<file path="config.mk">
export PLATFORM = sky130hd
export DESIGN_NAME = uart_os_rx
export DESIGN_NICKNAME = d
export VERILOG_FILES = /design/src/rtl/uart_os_rx_pkg.sv /design/src/rtl/uart_os_rx_tick.sv /design/src/rtl/uart_os_rx_filter.sv /design/src/rtl/uart_os_rx_timeout.sv /design/src/rtl/uart_os_rx.sv
export SDC_FILE = /design/constraint.sdc
export NUM_CORES = 1
export LEC_CHECK = 0
export ABC_AREA = 1
export ABC_CLOCK_PERIOD_IN_PS = 3350
export BUFFER_PORTS_ARGS = -buffer_cell sky130_fd_sc_hd__buf_2
export CORE_ASPECT_RATIO = 0.6
export CORE_MARGIN = 2
export CORE_UTILIZATION = 45
export DETAILED_ROUTE_END_ITERATION = 10
export GPL_TIMING_DRIVEN = 0
export PLACE_DENSITY_LB_ADDON = 0.15
export SETUP_SLACK_MARGIN = 0.02
export SLEW_MARGIN = 30
export SYNTH_ARGS = -nofsm -noshare
export SYNTH_HDL_FRONTEND = slang
export SYNTH_SLANG_ARGS = --single-unit
</file>
<file path="constraint.sdc">
create_clock -name clk -period 3.35 [get_ports clk]
set_input_delay 0.8375 -clock clk [delete_from_list [all_inputs] [get_ports clk]]
set_output_delay 0.8375 -clock clk [all_outputs]
set_load 0.02 [all_outputs]
</file>
<file path="src/rtl/uart_os_rx_pkg.sv">
// Shared constants and enumerations for the oversampled receiver.
package uart_os_rx_pkg;
    localparam int MAX_BITS = 9;
    localparam int MIN_BITS = 5;

    typedef enum logic [2:0] {
        ST_IDLE,
        ST_START,
        ST_DATA,
        ST_PAR,
        ST_STOP,
        ST_HOLD
    } rx_state_e;

    typedef enum logic [1:0] {
        PAR_NONE = 2'd0,
        PAR_EVEN = 2'd1,
        PAR_ODD  = 2'd2,
        PAR_OFF  = 2'd3
    } par_mode_e;
endpackage

</file>
<file path="src/rtl/uart_os_rx_tick.sv">
// Sample-tick divider: tick_o pulses once every div_i+1 clock cycles.
// Assumes div_i is quasi-static; a change simply takes effect at the
// next terminal count.
module uart_os_rx_tick #(
    parameter int DIV_W = 16
) (
    input  logic             clk,
    input  logic             rst_n,
    input  logic [DIV_W-1:0] div_i,
    output logic             tick_o
);
    logic [DIV_W-1:0] cnt_q;

    assign tick_o = (cnt_q >= div_i);

    // Free-running divider counter that restarts at the terminal count.
    always_ff @(posedge clk) begin
        if (!rst_n)      cnt_q <= '0;
        else if (tick_o) cnt_q <= '0;
        else             cnt_q <= cnt_q + 1'b1;
    end

    // ticks are isolated unless the divide ratio is one
    a_r1_tick_spacing: assert property (@(posedge clk) disable iff (!rst_n)
        tick_o |=> (!tick_o || div_i == '0));
endmodule

</file>
<file path="src/rtl/uart_os_rx_filter.sv">
// Receive-line conditioner: two-flop synchroniser, then a majority vote
// over the three most recent tick samples. The output only moves on a
// tick. Assumes the idle line level is high.
module uart_os_rx_filter (
    input  logic clk,
    input  logic rst_n,
    input  logic tick_i,
    input  logic rx_i,
    output logic filt_o
);
    logic [1:0] sync_q;
    logic [2:0] win_q;
    logic [2:0] win_d;

    assign win_d = {win_q[1:0], sync_q[1]};

    // Bring the asynchronous line into the clock domain.
    always_ff @(posedge clk) begin
        if (!rst_n) sync_q <= 2'b11;
        else        sync_q <= {sync_q[0], rx_i};
    end

    // Shift one sample per tick and register the majority of three.
    always_ff @(posedge clk) begin
        if (!rst_n) begin
            win_q  <= 3'b111;
            filt_o <= 1'b1;
        end else if (tick_i) begin
            win_q  <= win_d;
            filt_o <= (win_d[0] & win_d[1]) | (win_d[1] & win_d[2]) | (win_d[0] & win_d[2]);
        end
    end

    // the filtered level never changes between ticks
    a_r2_filt_on_tick: assert property (@(posedge clk) disable iff (!rst_n)
        !tick_i |=> $stable(filt_o));
    // a single low sample in a high window cannot pull the output low
    a_r2_single_low: assert property (@(posedge clk) disable iff (!rst_n)
        (tick_i && win_q[1:0] == 2'b11) |=> filt_o);
endmodule

</file>
<file path="src/rtl/uart_os_rx_timeout.sv">
// Idle timeout: armed when a character completes, counts sample ticks,
// and raises flag_o after limit_i bit periods. A confirmed start bit
// clears and disarms it. limit_i == 0 never arms.
module uart_os_rx_timeout #(
    parameter int TO_W = 8
) (
    input  logic            clk,
    input  logic            rst_n,
    input  logic            tick_i,
    input  logic            os8_i,
    input  logic [TO_W-1:0] limit_i,
    input  logic            arm_i,
    input  logic            clear_i,
    output logic            flag_o
);
    localparam int CW = TO_W + 4;

    logic          armed_q;
    logic [CW-1:0] cnt_q;
    logic [CW-1:0] target;

    // Limit expressed in ticks: bit periods times the oversampling factor.
    always_comb begin
        if (os8_i) target = CW'({limit_i, 3'b000});
        else       target = {limit_i, 4'b0000};
    end

    // Arm, count ticks while armed, and latch the flag on the terminal count.
    always_ff @(posedge clk) begin
        if (!rst_n) begin
            armed_q <= 1'b0;
            cnt_q   <= '0;
            flag_o  <= 1'b0;
        end else if (clear_i) begin
            armed_q <= 1'b0;
            cnt_q   <= '0;
            flag_o  <= 1'b0;
        end else if (arm_i) begin
            armed_q <= (limit_i != '0);
            cnt_q   <= '0;
        end else if (armed_q && tick_i) begin
            cnt_q <= cnt_q + 1'b1;
            if (cnt_q + 1'b1 == target) begin
                flag_o  <= 1'b1;
                armed_q <= 1'b0;
            end
        end
    end

    // a programmed value of zero never produces a timeout
    a_r10_zero_off: assert property (@(posedge clk) disable iff (!rst_n)
        $rose(flag_o) |-> $past(limit_i) != '0);
    // a confirmed start bit drops the flag
    a_r10_start_clears: assert property (@(posedge clk) disable iff (!rst_n)
        clear_i |=> !flag_o);
endmodule

</file>
<file path="src/rtl/uart_os_rx.sv">
// Oversampled asynchronous receiver. Finds the start bit, samples each
// bit at its centre, assembles 5..9 data bits in either order, checks
// parity and stop, and holds the character with its status until
// rd_ack_i. Assumes configuration changes only while the line is idle.
module uart_os_rx
    import uart_os_rx_pkg::*;
#(
    parameter int DIV_W = 16,
    parameter int TO_W  = 8
) (
    input  logic                clk,
    input  logic                rst_n,
    input  logic                rx_i,
    input  logic [DIV_W-1:0]    cfg_div_i,
    input  logic                cfg_os8_i,
    input  logic [3:0]          cfg_len_i,
    input  logic                cfg_msb_first_i,
    input  logic [1:0]          cfg_parity_i,
    input  logic [TO_W-1:0]     cfg_timeout_i,
    input  logic                rd_ack_i,
    output logic                rx_valid_o,
    output logic [MAX_BITS-1:0] rx_data_o,
    output logic                rx_par_err_o,
    output logic                rx_framing_err_o,
    output logic                rx_overrun_o,
    output logic                rx_break_o,
    output logic                rx_timeout_o
);
    localparam int CNT_W = 4;
    localparam int IDX_W = $clog2(MAX_BITS);

    logic tick;
    logic filt;

    rx_state_e           state_q;
    logic [CNT_W-1:0]    os_cnt_q;
    logic [IDX_W-1:0]    bit_idx_q;
    logic [MAX_BITS-1:0] shreg_q;
    logic                par_acc_q;
    logic                par_bit_q;

    logic [CNT_W-1:0] last_os;
    logic [CNT_W-1:0] half_last;
    logic [IDX_W-1:0] eff_len;
    logic [IDX_W-1:0] wr_idx;
    logic             par_en;
    logic             at_last;
    logic             done;
    logic             start_ok;

    uart_os_rx_tick #(.DIV_W(DIV_W)) u_tick (
        .clk    (clk),
        .rst_n  (rst_n),
        .div_i  (cfg_div_i),
        .tick_o (tick)
    );

    uart_os_rx_filter u_filter (
        .clk    (clk),
        .rst_n  (rst_n),
        .tick_i (tick),
        .rx_i   (rx_i),
        .filt_o (filt)
    );

    uart_os_rx_timeout #(.TO_W(TO_W)) u_timeout (
        .clk     (clk),
        .rst_n   (rst_n),
        .tick_i  (tick),
        .os8_i   (cfg_os8_i),
        .limit_i (cfg_timeout_i),
        .arm_i   (done),
        .clear_i (start_ok),
        .flag_o  (rx_timeout_o)
    );

    // Derive counter limits, clamped length, parity enable and write index.
    always_comb begin
        last_os   = cfg_os8_i ? CNT_W'(7) : CNT_W'(15);
        half_last = cfg_os8_i ? CNT_W'(3) : CNT_W'(7);
        if (cfg_len_i < 4'(MIN_BITS))      eff_len = IDX_W'(MIN_BITS);
        else if (cfg_len_i > 4'(MAX_BITS)) eff_len = IDX_W'(MAX_BITS);
        else                               eff_len = cfg_len_i;
        par_en   = (cfg_parity_i == PAR_EVEN) || (cfg_parity_i == PAR_ODD);
        wr_idx   = cfg_msb_first_i ? (eff_len - 1'b1 - bit_idx_q) : bit_idx_q;
        at_last  = (os_cnt_q == last_os);
        done     = tick && (state_q == ST_STOP) && at_last;
        start_ok = tick && (state_q == ST_START) && (os_cnt_q == half_last) && !filt;
    end

    // Frame sequencer: start check, centre sampling, parity and stop.
    always_ff @(posedge clk) begin
        if (!rst_n) begin
            state_q   <= ST_IDLE;
            os_cnt_q  <= '0;
            bit_idx_q <= '0;
            shreg_q   <= '0;
            par_acc_q <= 1'b0;
            par_bit_q <= 1'b0;
        end else if (tick) begin
            case (state_q)
                ST_IDLE: begin
                    if (!filt) begin
                        state_q  <= ST_START;
                        os_cnt_q <= '0;
                    end
                end
                ST_START: begin
                    if (os_cnt_q == half_last) begin
                        os_cnt_q  <= '0;
                        bit_idx_q <= '0;
                        shreg_q   <= '0;
                        par_acc_q <= 1'b0;
                        par_bit_q <= 1'b0;
                        state_q   <= filt ? ST_IDLE : ST_DATA;
                    end else begin
                        os_cnt_q <= os_cnt_q + 1'b1;
                    end
                end
                ST_DATA: begin
                    if (at_last) begin
                        os_cnt_q        <= '0;
                        shreg_q[wr_idx] <= filt;
                        par_acc_q       <= par_acc_q ^ filt;
                        if (bit_idx_q == eff_len - 1'b1) state_q <= par_en ? ST_PAR : ST_STOP;
                        else                             bit_idx_q <= bit_idx_q + 1'b1;
                    end else begin
                        os_cnt_q <= os_cnt_q + 1'b1;
                    end
                end
                ST_PAR: begin
                    if (at_last) begin
                        os_cnt_q  <= '0;
                        par_bit_q <= filt;
                        state_q   <= ST_STOP;
                    end else begin
                        os_cnt_q <= os_cnt_q + 1'b1;
                    end
                end
                ST_STOP: begin
                    if (at_last) begin
                        os_cnt_q <= '0;
                        state_q  <= filt ? ST_IDLE : ST_HOLD;
                    end else begin
                        os_cnt_q <= os_cnt_q + 1'b1;
                    end
                end
                ST_HOLD: begin
                    if (filt) state_q <= ST_IDLE;
                end
                default: state_q <= ST_IDLE;
            endcase
        end
    end

    // Result holding register: load on completion, clear on read.
    always_ff @(posedge clk) begin
        if (!rst_n) begin
            rx_valid_o       <= 1'b0;
            rx_data_o        <= '0;
            rx_par_err_o     <= 1'b0;
            rx_framing_err_o <= 1'b0;
            rx_overrun_o     <= 1'b0;
            rx_break_o       <= 1'b0;
        end else if (done) begin
            rx_valid_o       <= 1'b1;
            rx_data_o        <= shreg_q;
            rx_par_err_o     <= par_en && (par_acc_q ^ par_bit_q ^ (cfg_parity_i == PAR_ODD));
            rx_framing_err_o <= !filt;
            rx_overrun_o     <= rx_valid_o && !rd_ack_i;
            rx_break_o       <= (shreg_q == '0) && !filt && !(par_en && par_bit_q);
        end else if (rd_ack_i) begin
            rx_valid_o       <= 1'b0;
            rx_par_err_o     <= 1'b0;
            rx_framing_err_o <= 1'b0;
            rx_overrun_o     <= 1'b0;
            rx_break_o       <= 1'b0;
        end
    end

    // data sampling only begins after a start bit that was still low at mid-bit
    a_r3_start_confirmed: assert property (@(posedge clk) disable iff (!rst_n)
        (state_q == ST_DATA && $past(state_q) == ST_START) |-> !$past(filt));
    // after a low stop bit the sequencer stays parked while the line is low
    a_r6_hold_low: assert property (@(posedge clk) disable iff (!rst_n)
        (state_q == ST_HOLD && !filt) |=> state_q == ST_HOLD);
    // a break is always also a framing error with zero data
    a_r7_break_frame: assert property (@(posedge clk) disable iff (!rst_n)
        rx_break_o |-> (rx_framing_err_o && rx_data_o == '0));
    // overrun can only be flagged on a held character
    a_r8_overrun_valid: assert property (@(posedge clk) disable iff (!rst_n)
        rx_overrun_o |-> rx_valid_o);
    // a read without a coincident completion empties the holding register
    a_r9_read_clears: assert property (@(posedge clk) disable iff (!rst_n)
        (rx_valid_o && rd_ack_i && !done) |=> !rx_valid_o);
endmodule

</file>
==> qor.yml <==
dieArea_um2: 11200
synth_edf_count: 0
leakage_uw: 0.00249
ioPinCount: 51
cts_buffers: 9
period_needed_ns: 2.94
chipHeight_um: 83.0
dp_hpwl_um: 8650
synth.most_common_cell: "nand2_1"
synth.cell_area_um2: 4680
diodes: 0
cts_num_sinks: 71
num_vias: 4414
die_w_um: 136
status: "complete, no violations"
setup.worst_path.class: "in2reg"
crit_fanout: 8
synth.top_cell.area_share_pct: 30.4
hold_buffers: 0
synth_top_cells_by_count: "nand2_1 (196), inv_1 (90), dfxtp_1 (71)"
cts_tree: "yes"
clockRootBuffer: "clkbuf_16"
dr.first_iter.drc_count: 238
io_buffers: 49
antenna_found_initial: 0
synth_top_cell_by_area: "dfxtp_1"
place_ws_ns: 0.0626
synth.distinct_cells: 48
instances_no_fill: 882
nets: 805
timing.final.ws_setup_ns: 0.406
fin_setup_tns_ns: 0
first_global_vias: 4115
synthCells: 682
clock_latency_ns: 0.34
startpoint_type: "input pin"
drive_gt1_share_pct: 18.6
hold_viol_final: 0
core_um2: 9980
rows: 28
drt-pass1-iter-count: 5
cts_resized: 0
timing.fmax_mhz: 340
grt_pass1_wl_um: 19100
drc: 0
gp_congestion: 0.881
ir_worst_vdd_v: 0.000254
via_per_inst: 5.00
clockBufferDepth: 2
post_cts_buffers: 0
max_cap_viol_count: 0
maxSlewHeadroom_pct: 63.5
wl_per_cell_um: 12.6
drv_slew: 0
yosysWarnings: 0
hold_class: "reg2reg"
ys_seq_area_share_pct: 30.4
drtAntennaViolNets: 0
path_clk_slew_ns: 0.06
power_density_nw_per_um2: 362
ys_ff_latch: 71
wl_um: 11100
grt_start_max_net_pins: 13
cp.required_ns: 3.58
synth_area_per_cell_um2: 6.86
ff_latch_area_um2: 1420
clock_tree.htree_level_count: 3
setup_violations: 0
overflow: 0
synthFlopType: "dfxtp_1"
place_inst: 866
skew_ns: 0.00599
period_share_pct: 87.9
area_delta_synth_final_pct: 15.1
grt_usage_pct: 21.0
crit_path_end_kind: "register"
ys_top_cells_by_area: "dfxtp_1 (30%), nand2_1 (16%), inv_1 (7.2%)"
synth-async-reset-ratio_pct: 0
total_power_uw: 1950
multiInputGateArea_um2: 2790
cp.arrival_ns: 3.17
syn-num-nets: 745
fillers: 973
initial_core_util_pct: 46.8
max_slew.worst_pin.slew_ns: 0.548
rsz0062_at_grt: "false"
[path summary, 6_finish.rpt]
check	to	cells after the start	start	slack [ns]
worst max-delay path	shreg_q[0]	15	cfg_len_i[3]	0.41
worst min-delay path	u_filter.sync_q[1]	1	u_filter.sync_q[0]	0.41
worst max register to register	shreg_q[0]	11	bit_idx_q[0]	1.13
worst min register to register	u_filter.sync_q[1]	1	u_filter.sync_q[0]	0.41
[layout by cell type (no fill, tap or decap), types with 3 or more instances in the layout]
| cell | instances |
|---|---|
| a211oi_1 | 3 |
| or2_2 | 3 |
| nand2_2 | 10 |
| nand3_1 | 35 |
| nor3b_1 | 4 |
| o21ai_1 | 6 |
| xor2_1 | 14 |
| buf_2 | 54 |
| clkbuf_16 | 9 |
| nor3_1 | 3 |
| a22oi_1 | 3 |
| xnor2_1 | 5 |
| a21oi_2 | 14 |
| nor2_1 | 57 |
| buf_6 | 4 |
| nand3b_1 | 6 |
| dfxtp_1 | 71 |
| inv_2 | 7 |
| clkbuf_1 | 4 |
| nor2_4 | 8 |
| o21ai_0 | 19 |
| nand4_1 | 12 |
| clkinv_2 | 4 |
| a21oi_1 | 37 |
| ha_1 | 26 |
| inv_1 | 90 |
| nand2_1 | 196 |
| nor2_2 | 8 |
| o211ai_1 | 5 |
[power breakdown]
| part | switching (uW) | internal [uW] | total, uW |
|---|---|---|---|
| logic | 93.4 | 57.6 | 151 |
| clock network | 370 | 573 | 943 |
| registers | 4.12 | 849 | 853 |
| total | 467 | 1480 | 1950 |
[final cells by class]
| class | count | share of cell area, % |
|---|---|---|
| clock buffers | 10 | 4.26 |
| multi-input cells | 498 | 51.8 |
| well taps | 135 | 3.14 |
| flip-flops and latches | 71 | 26.4 |
| clock inverters | 6 | 1.14 |
| inverters | 99 | 6.93 |
| repair buffers | 49 | 4.56 |
| plain buffers | 14 | 1.79 |
[stage by stage]
step	util (%)	hold WS [ns]	instance area, um^2
global placement	51.0	0.396	5090
floorplan	-	0.393	4680
detailed placement	51.0	0.398	5090
global route	53.9	0.445	5380
CTS	53.9	0.411	5380
finish	53.9	0.411	5380
[worst max-delay path, cell delays in order]
cell and delay [ns]:
buf_2 0.13, nand3b_1 0.18, a21oi_1 0.20, ha_1 0.19
xnor2_1 0.07, ha_1 0.32, nand2_1 0.08, o21ai_0 0.24
nand3_1 0.11, nand3_1 0.26, nand2_1 0.12, nor2_1 0.17
nand3_1 0.11, nand2_1 0.09, nor2_1 0.06
[metal layers]
metal / up-vias / track usage (%) / part of all wire (%)
met1: 1962 / 31.1 / 53
met5: - / 0 / 0
li1: 2311 / - / -
met4: 0 / 6.16 / 1.3
met2: 126 / 29.6 / 39
met3: 15 / 5.43 / 7.1
[sequential cells by signal (all words and copies together), names as in the netlist]
name / flops
u_timeout.flag_o: 1
bit_idx_q: 4
u_filter.filt_o: 1
u_tick.cnt_q: 16
par_bit_q: 1
u_filter.win_q: 2
u_timeout.cnt_q: 12
u_timeout.armed_q: 1
os_cnt_q: 4
rx_data_o: 9
par_acc_q: 1
rx_valid_o: 1
shreg_q: 9
rx_overrun_o: 1
u_filter.sync_q: 2
state_q: 3
rx_par_err_o: 1
rx_framing_err_o: 1
rx_break_o: 1
[logic make-up after synthesis]
logic type	synth area share [%]
AOI/OAI and AO/OA	12.6
adders and majority gates	7.39
xor gates and xnor gates	4.04
DFF	30.4
and+or+nand+nor	35.6
buffers and inverters	10.0
No activity file was read; power rests on OpenSTA's default activity.
